$ cat src/rtl/tbl_walker_pkg.sv
package tbl_walker_pkg;

  typedef enum logic [2:0] {
    FLT_NONE      = 3'd0,
    FLT_NOT_VALID = 3'd1,
    FLT_ACCESS    = 3'd2,
    FLT_ON_READ   = 3'd3,
    FLT_ON_WRITE  = 3'd4,
    FLT_ON_EXEC   = 3'd5
  } fault_e;

  typedef enum logic [1:0] {
    ST_IDLE,
    ST_PRE,
    ST_REQ,
    ST_WAIT
  } walk_st_e;

  // permission / need bit positions
  localparam int unsigned PERM_R = 0;
  localparam int unsigned PERM_W = 1;
  localparam int unsigned PERM_X = 2;

  // table entry fields
  localparam int unsigned PTE_VALID = 0;
  localparam int unsigned PTE_FO_LO = 1;   // fault-on read/write/exec at 1..3
  localparam int unsigned PTE_RD_EN = 8;   // read enable, mode 0
  localparam int unsigned PTE_WR_EN = 12;  // write enable, mode 0
  localparam int unsigned PTE_FRAME = 32;

  // direct-mapped kernel window
  localparam int unsigned DM_SEL_LO = 41;
  localparam int unsigned DM_KEEP_W = 40;
  localparam int unsigned DM_MOVE   = 43;

endpackage

$ cat src/rtl/ptw_pre_check.sv
module ptw_pre_check
  import tbl_walker_pkg::*;
#(
  parameter int unsigned VA_BITS = 43
) (
  input  logic [63:0] vaddr_i,
  input  logic [1:0]  mode_i,
  input  logic        phys_i,
  output logic        bypass_o,
  output fault_e      code_o,
  output logic [63:0] paddr_o,
  output logic [2:0]  perm_o
);

  localparam int unsigned HI_W = 64 - VA_BITS;

  logic [HI_W-1:0] hi_bits;
  logic            sign_ok;
  logic            dm_hit;

  assign hi_bits = vaddr_i[63:VA_BITS];
  assign sign_ok = (&hi_bits) | ~(|hi_bits);
  assign dm_hit  = vaddr_i[63] && (vaddr_i[DM_SEL_LO+1:DM_SEL_LO] == 2'b10);

  always_comb begin
    bypass_o = 1'b0;
    code_o   = FLT_NONE;
    paddr_o  = '0;
    perm_o   = '0;
    if (phys_i) begin
      bypass_o = 1'b1;
      paddr_o  = vaddr_i;
      perm_o   = 3'b111;
    end else if (!sign_ok) begin
      bypass_o = 1'b1;
      code_o   = FLT_ACCESS;
    end else if (dm_hit) begin
      bypass_o = 1'b1;
      if (mode_i != 2'd0) begin
        code_o = FLT_ACCESS;
      end else begin
        paddr_o[DM_KEEP_W-1:0] = vaddr_i[DM_KEEP_W-1:0];
        paddr_o[DM_MOVE]       = vaddr_i[DM_KEEP_W];
        perm_o                 = 3'b111;
      end
    end
  end

endmodule

$ cat src/rtl/ptw_entry_addr.sv
module ptw_entry_addr #(
  parameter int unsigned PAGE_BITS = 13,
  parameter int unsigned IDX_BITS  = 10,
  parameter int unsigned LEVELS    = 3,
  parameter int unsigned VA_BITS   = PAGE_BITS + IDX_BITS * LEVELS,
  parameter int unsigned LVL_W     = (LEVELS > 1) ? $clog2(LEVELS) : 1
) (
  input  logic [63:0]        base_i,
  input  logic [VA_BITS-1:0] vaddr_i,
  input  logic [LVL_W-1:0]   level_i,
  output logic [63:0]        addr_o
);

  logic [IDX_BITS-1:0] idx_lvl [LEVELS];
  logic [IDX_BITS-1:0] idx_sel;

  for (genvar l = 0; l < LEVELS; l++) begin : g_idx
    assign idx_lvl[l] = vaddr_i[PAGE_BITS + IDX_BITS*(LEVELS-1-l) +: IDX_BITS];
  end

  always_comb begin
    idx_sel = '0;
    for (int l = 0; l < LEVELS; l++) begin
      if (level_i == LVL_W'(l)) idx_sel = idx_lvl[l];
    end
  end

  assign addr_o = base_i + (64'(idx_sel) << 3);

endmodule

$ cat src/rtl/ptw_leaf_eval.sv
module ptw_leaf_eval
  import tbl_walker_pkg::*;
#(
  parameter int unsigned PAGE_BITS = 13
) (
  input  logic [63:0]          pte_i,
  input  logic [1:0]           mode_i,
  input  logic [2:0]           need_i,
  input  logic [PAGE_BITS-1:0] offset_i,
  output fault_e               code_o,
  output logic [63:0]          paddr_o,
  output logic [2:0]           perm_o
);

  logic       rd_en, wr_en;
  logic [2:0] grant, masked;

  assign rd_en  = pte_i[PTE_RD_EN + 32'(mode_i)];
  assign wr_en  = pte_i[PTE_WR_EN + 32'(mode_i)];
  assign grant  = {rd_en, wr_en, rd_en};
  assign masked = grant & ~pte_i[PTE_FO_LO +: 3];

  always_comb begin
    code_o  = FLT_NONE;
    paddr_o = '0;
    perm_o  = '0;
    if (!pte_i[PTE_VALID]) begin
      code_o = FLT_NOT_VALID;
    end else if ((need_i != 3'd0) && ((grant & need_i) == 3'd0)) begin
      code_o = FLT_ACCESS;
    end else if ((need_i != 3'd0) && ((masked & need_i) == 3'd0)) begin
      // execute outranks write outranks read
      if (need_i[PERM_X])      code_o = FLT_ON_EXEC;
      else if (need_i[PERM_W]) code_o = FLT_ON_WRITE;
      else                     code_o = FLT_ON_READ;
    end else begin
      paddr_o = (64'(pte_i[63:PTE_FRAME]) << PAGE_BITS) | 64'(offset_i);
      perm_o  = masked;
    end
  end

endmodule

$ cat src/rtl/tbl_walker.sv
module tbl_walker
  import tbl_walker_pkg::*;
#(
  parameter int unsigned PAGE_BITS = 13,
  parameter int unsigned IDX_BITS  = 10,
  parameter int unsigned LEVELS    = 3
) (
  input  logic        clk_i,
  input  logic        rst_ni,
  input  logic        req_valid_i,
  output logic        req_ready_o,
  input  logic [63:0] req_vaddr_i,
  input  logic [1:0]  req_mode_i,
  input  logic        req_phys_i,
  input  logic [2:0]  req_need_i,
  input  logic [63:0] ptbase_i,
  output logic        mem_req_o,
  output logic [63:0] mem_addr_o,
  input  logic        mem_rvalid_i,
  input  logic [63:0] mem_rdata_i,
  output logic        done_o,
  output logic [2:0]  fault_code_o,
  output logic [63:0] paddr_o,
  output logic [2:0]  perm_o
);

  localparam int unsigned VA_BITS = PAGE_BITS + IDX_BITS * LEVELS;
  localparam int unsigned LVL_W   = (LEVELS > 1) ? $clog2(LEVELS) : 1;
  localparam logic [LVL_W-1:0] LAST_LVL = LVL_W'(LEVELS - 1);

  walk_st_e         st_q;
  logic [63:0]      va_q, base_q;
  logic [1:0]       mode_q;
  logic             phys_q;
  logic [2:0]       need_q;
  logic [LVL_W-1:0] lvl_q;
  logic             done_q;
  fault_e           code_q;
  logic [63:0]      pa_q;
  logic [2:0]       perm_q;

  logic        pre_bypass;
  fault_e      pre_code;
  logic [63:0] pre_pa;
  logic [2:0]  pre_perm;
  fault_e      leaf_code;
  logic [63:0] leaf_pa;
  logic [2:0]  leaf_perm;
  fault_e      mid_code;
  logic [63:0] next_base;

  logic        fin_vld;
  fault_e      fin_code;
  logic [63:0] fin_pa;
  logic [2:0]  fin_perm;

  ptw_pre_check #(.VA_BITS(VA_BITS)) u_pre (
    .vaddr_i (va_q),
    .mode_i  (mode_q),
    .phys_i  (phys_q),
    .bypass_o(pre_bypass),
    .code_o  (pre_code),
    .paddr_o (pre_pa),
    .perm_o  (pre_perm)
  );

  ptw_entry_addr #(
    .PAGE_BITS(PAGE_BITS),
    .IDX_BITS (IDX_BITS),
    .LEVELS   (LEVELS),
    .VA_BITS  (VA_BITS),
    .LVL_W    (LVL_W)
  ) u_addr (
    .base_i (base_q),
    .vaddr_i(va_q[VA_BITS-1:0]),
    .level_i(lvl_q),
    .addr_o (mem_addr_o)
  );

  ptw_leaf_eval #(.PAGE_BITS(PAGE_BITS)) u_leaf (
    .pte_i   (mem_rdata_i),
    .mode_i  (mode_q),
    .need_i  (need_q),
    .offset_i(va_q[PAGE_BITS-1:0]),
    .code_o  (leaf_code),
    .paddr_o (leaf_pa),
    .perm_o  (leaf_perm)
  );

  // upper levels only need valid and kernel read
  always_comb begin
    if (!mem_rdata_i[PTE_VALID])      mid_code = FLT_NOT_VALID;
    else if (!mem_rdata_i[PTE_RD_EN]) mid_code = FLT_ACCESS;
    else                              mid_code = FLT_NONE;
  end

  assign next_base = 64'(mem_rdata_i[63:PTE_FRAME]) << PAGE_BITS;

  always_comb begin
    fin_vld  = 1'b0;
    fin_code = FLT_NONE;
    fin_pa   = '0;
    fin_perm = '0;
    unique case (st_q)
      ST_PRE: begin
        if (pre_bypass) begin
          fin_vld  = 1'b1;
          fin_code = pre_code;
          fin_pa   = pre_pa;
          fin_perm = pre_perm;
        end
      end
      ST_WAIT: begin
        if (mem_rvalid_i) begin
          if (lvl_q == LAST_LVL) begin
            fin_vld  = 1'b1;
            fin_code = leaf_code;
            fin_pa   = leaf_pa;
            fin_perm = leaf_perm;
          end else if (mid_code != FLT_NONE) begin
            fin_vld  = 1'b1;
            fin_code = mid_code;
          end
        end
      end
      default: ;
    endcase
  end

  always_ff @(posedge clk_i or negedge rst_ni) begin
    if (!rst_ni) begin
      st_q   <= ST_IDLE;
      va_q   <= '0;
      base_q <= '0;
      mode_q <= '0;
      phys_q <= 1'b0;
      need_q <= '0;
      lvl_q  <= '0;
      done_q <= 1'b0;
      code_q <= FLT_NONE;
      pa_q   <= '0;
      perm_q <= '0;
    end else begin
      done_q <= 1'b0;
      if (fin_vld) begin
        done_q <= 1'b1;
        code_q <= fin_code;
        pa_q   <= fin_pa;
        perm_q <= fin_perm;
      end
      unique case (st_q)
        ST_IDLE: begin
          if (req_valid_i) begin
            va_q   <= req_vaddr_i;
            mode_q <= req_mode_i;
            phys_q <= req_phys_i;
            need_q <= req_need_i;
            base_q <= ptbase_i;
            lvl_q  <= '0;
            st_q   <= ST_PRE;
          end
        end
        ST_PRE:  st_q <= pre_bypass ? ST_IDLE : ST_REQ;
        ST_REQ:  st_q <= ST_WAIT;
        ST_WAIT: begin
          if (mem_rvalid_i) begin
            if (fin_vld) begin
              st_q <= ST_IDLE;
            end else begin
              base_q <= next_base;
              lvl_q  <= lvl_q + 1'b1;
              st_q   <= ST_REQ;
            end
          end
        end
        default: st_q <= ST_IDLE;
      endcase
    end
  end

  assign req_ready_o  = (st_q == ST_IDLE);
  assign mem_req_o    = (st_q == ST_REQ);
  assign done_o       = done_q;
  assign fault_code_o = code_q;
  assign paddr_o      = pa_q;
  assign perm_o       = perm_q;


  single_req_chk: assert property (@(posedge clk_i) disable iff (!rst_ni)
    mem_req_o |=> !mem_req_o);


  req_done_excl_chk: assert property (@(posedge clk_i) disable iff (!rst_ni)
    mem_req_o |-> !done_o);


  busy_chk: assert property (@(posedge clk_i) disable iff (!rst_ni)
    mem_req_o |-> !req_ready_o);


  done_pulse_chk: assert property (@(posedge clk_i) disable iff (!rst_ni)
    done_o |=> !done_o);


  fault_zero_chk: assert property (@(posedge clk_i) disable iff (!rst_ni)
    (done_o && fault_code_o != 3'd0) |-> (paddr_o == 64'd0 && perm_o == 3'd0));


  code_range_chk: assert property (@(posedge clk_i) disable iff (!rst_ni)
    done_o |-> (fault_code_o <= 3'd5));


  grant_need_chk: assert property (@(posedge clk_i) disable iff (!rst_ni)
    (done_o && fault_code_o == 3'd0) |-> (need_q == 3'd0 || (perm_o & need_q) != 3'd0));

endmodule

$ cat config.mk
export PLATFORM = sky130hd
export DESIGN_NAME = tbl_walker
export DESIGN_NICKNAME = d
export VERILOG_FILES = /design/src/rtl/tbl_walker_pkg.sv /design/src/rtl/ptw_pre_check.sv /design/src/rtl/ptw_entry_addr.sv /design/src/rtl/ptw_leaf_eval.sv /design/src/rtl/tbl_walker.sv
export SDC_FILE = /design/constraint.sdc
export NUM_CORES = 1
export LEC_CHECK = 0
export ABC_CLOCK_PERIOD_IN_PS = 3400
export BUFFER_PORTS_ARGS = -buffer_cell sky130_fd_sc_hd__buf_4
export CORE_MARGIN = 2
export CORE_UTILIZATION = 40
export CTS_BUF_LIST = sky130_fd_sc_hd__clkbuf_4 sky130_fd_sc_hd__clkbuf_8 sky130_fd_sc_hd__clkbuf_16
export DETAILED_ROUTE_END_ITERATION = 10
export GPL_ROUTABILITY_DRIVEN = 0
export PLACE_DENSITY_LB_ADDON = 0.08
export REMOVE_ABC_BUFFERS = 1
export SKIP_CTS_REPAIR_TIMING = 1
export SLEW_MARGIN = 0
export SYNTH_ARGS = -nofsm -noshare
export SYNTH_HDL_FRONTEND = slang
export SYNTH_SLANG_ARGS = --single-unit
$ cat constraint.sdc
create_clock -name clk_i -period 3.4 [get_ports clk_i]
set_input_delay 0.34 -clock clk_i [delete_from_list [all_inputs] [get_ports clk_i]]
set_output_delay 0.34 -clock clk_i [all_outputs]
set_load 0.05 [all_outputs]
==> metrics.md <==
| Metric | Value |
|---|---|
| Commonest register cell after synthesis | dfrtp_1 |
| CTS root buffer | clkbuf_16 |
| Pre-CTS setup slack | -0.360 ns |
| Reg2Reg Depth | 6 |
| Top area cells in the synthesized netlist | dfrtp_1 50%, mux2_2 7.8%, nand2_1 5.3%, o21ai_0 4.2%, xnor2_1 3.9% |
| Commonest non-fill, non-tap cell in the layout | buf_4 |
| Hold Crit Class | in -> reg |
| DR vias/cell | around 5.2 |
| Max Cap Viol | 0 |
| Via count of the first global-routing pass | 8712 |
| CTS buffer count | 24 |
| Share of the synthesized area in the top cell type | between 50% and 60% |
| Layout Cells excl Fill | 1679 |
| Synth Instances | between 900 and 1000 |
| Layout Skew | around 0.0087 ns |
| Post-layout instance area | 14900 µm² |
| Sequential group share of total power | between 20 and 30% |
| Switching power total | 8.90 mW |
| I/O pin cnt | 339 |
| Worst Tran Pin Value | 1.14 ns |
| Nets | 1551 |
| Minimum clock period | 3.89 ns |
| Setup_tns | -20.82 ns |
| Top delay family on crit path | adder cells |
| Req. time, crit path | 3.06 ns |
| Clock insertion delay at the later pin of the skew report | 0.51 ns |
| Die span in x | 165 µm |
| Crit Path Max Fanout | 5 |
| Comb pwr share | 59.5% |
| Critical path buffers and inverters | 5 |
| FF-to-FF Start | mode_q[0] |
| Crit Path Category | reg -> out |
| Tot GR Track Use | 23.0% |
| Die area | between 20000 and 30000 µm² |
| Number of synthesized register bits | 209 |
| Row cnt | 58 |
| Yosys cell types | 52 |
| Dpl cell area | 13400 µm² |
| CP Data Arrival Time | 3.55 ns |
| Core Area | approximately 25000 µm² |
| Slowest stage delay, CP | 0.43 ns |
| # clock sinks | 209 |
| DR pass1 iterations | 4 |
| Initial Util | about two fifths |
| Grt total ovfl | 0 |
| Depth of the CTS H-tree | 1 |
| Routed vias | ~9000 |
| Switch share | 48.7% |
| First-pass GRT wire length | 48.6 mm |
| Crit end category | primary output |
| RSZ-0062 raised after global routing | true |
| Largest net degree at the start of global routing | 98 |
| Setup ws final | -0.495 ns |
| Pint | 9.39 mW |
| CP max stage cell | dfrtp_1 |
| Rel. slew slack | 23.7% |
| Asr flop ratio synth | 100% |
| DR iter-0 viols | roughly 490 |
| Post-synth EDFFs | 0 |
| Worst-path clk slew | around 0.06 ns |
| Hold Crit Depth | 2 |
| CTS tree | yes |
| Levels on crit path | 18 |
| Fin util | between 50% and 60% |
| Die Ht | between 150 and 200 µm |
| Pleak | 7.30 nW |
| Final Cycle Share | 115% |
| Syn Area/Cell | ~10 µm² |
| Layout cells sized above 1 | between 40% and 50% |
| Yosys Warn Count | 0 |
| Endpoints failing setup | 56 |
| Hold_sp | mem_rvalid_i |
| Initial antenna violation count | 0 |
| Peak VDD IR | 0.735 mV |
| Final hold violation count | 0 |
| Crit path from | lvl_q[0] |
| Failing checks | setup timing |
| Hold Path End | st_q[0] |
| DR WL/cell | 19.2 µm |
| P&R area growth vs syn | 43.4% |
| Synth area leader | dfrtp_1 |
| Max Slew Vio Count | 0 |
| Fmax | 0.257 GHz |
| Clock Tree Buf Depth | 3 |
| Most frequent cells in the layout | 348 x buf_4, 209 x dfrtp_1, 139 x nand2_1 |
| Post-route ant nets | 0 |
| Syn Std Cell Area | 10400 µm² |
| Startpoint Class | flip-flop |
| Worst-path cell chain | inv_2 > ha_4 > nand2_2 > nor2_2 > a21oi_1 > o21ai_1 > ha_2 > inv_2 > fa_2 > nand2b_4 > a21oi_4 > o21ai_4 > a21oi_2 > buf_4 > buf_6 > nand4_1 > xnor2_1 > buf_4 |
| Worst r2r dst | paddr_o[4] |
| DP Cell Count | 1623 |
| Clk pwr share | 14.6% |
| PortBufs | 318 |
| Seq/Total Area, Yosys | 50.5% |
| Antenna diodes | 0 |
| Cell Pwr Density | 1230 nW/µm² |
| Hpwl dp | between 20 and 25 mm |
| DRC viols | 0 |
| Reg2reg setup slack | 0.56 ns |
| Status | finished with violations |
| Total Routed Length | 32.3 mm |
[final cells by class]
| cell class | count | area, µm² |
|---|---|---|
| inverter | 13 | 48.8 |
| tap | 330 | 413 |
| fill | 2248 | 10500 |
| multi-input combinational | 704 | 5300 |
| sequential | 209 | 5230 |
| clock buffer | 36 | 746 |
| timing repair buffer | 383 | 3040 |
| clock inverter | 4 | 72.6 |
[synth_stat cells (5+ instances only)]
| master | number |
|---|---|
| and4_1 | 5 |
| o21ai_0 | 87 |
| buf_1 | 9 |
| dfrtp_1 | 209 |
| nand2_1 | 145 |
| ha_1 | 13 |
| xor2_1 | 13 |
| nor4_1 | 6 |
| xnor2_1 | 46 |
| clkbuf_1 | 47 |
| nor2b_1 | 6 |
| a221o_1 | 30 |
| nand3_1 | 29 |
| inv_1 | 13 |
| nand2b_1 | 5 |
| and2_0 | 27 |
| nor3_1 | 11 |
| a21oi_1 | 29 |
| and3_1 | 15 |
| mux2_2 | 72 |
| a22o_1 | 36 |
| nand4_1 | 17 |
| nor2_1 | 32 |
| mux2i_1 | 34 |
| a21o_1 | 11 |
[cells by family (layout without fill, tap and decap cells)]
family,count (synthesis),count (layout),share of synthesized area [%]
AND/OR/NAND/NOR,314,314,14.6
AO/OA/AOI/OAI,209,210,13.8
flip-flops,209,209,50.5
multiplexers,107,107,11.3
buffers and inverters,76,436,3.09
XOR/XNOR,59,59,4.99
adder cells (fa/ha/maj),14,14,1.76
[routing by layer]
layer  part of all wire (%)  up-vias  global-route usage, %
met5                      0        -                      0
li1                       -     4209                      -
met1                     42     4288                   30.3
met3                    7.4       31                   5.32
met2                     48      265                   38.8
met4                    1.8        0                   5.14
[stage by stage]
stage          hold slack, ns  total power [mW]
2_1_floorplan          0.0444              11.3
3_3_place_gp            0.427              14.9
3_5_place_dp            0.422              15.0
4_1_cts                -0.119              17.7
5_1_grt                0.0468              19.3
6_report               0.0530              18.3
[flip-flops by register name, indices dropped and copies added (netlist names)]
name / cells
phys_q: 1
mode_q: 2
st_q: 2
fault_code_o: 3
lvl_q: 2
perm_o: 3
done_o: 1
va_q: 64
need_q: 3
paddr_o: 64
base_q: 64
[worst max path at each step]
stage | to | slack, ns
detailed placement | mem_addr_o[29] | -0.36
global placement | mem_addr_o[29] | -0.27
finish | mem_addr_o[31] | -0.49
global route | mem_addr_o[31] | -0.69
CTS | mem_addr_o[29] | -0.92
floorplan | base_q[0] | -3.01
[power groups by stage]
| stage | combinational, mW | sequential, mW | clock (mW) |
|---|---|---|---|
| final | 10.9 | 4.73 | 2.67 |
| after global routing | 11.6 | 4.89 | 2.85 |
| after CTS | 10.3 | 4.69 | 2.74 |
| after detailed placement | 10.3 | 4.72 | 0 |
| after global placement | 10.2 | 4.70 | 0 |
| after floorplan | 5.67 | 5.64 | 0 |
No activity file was read; power rests on OpenSTA's default activity.
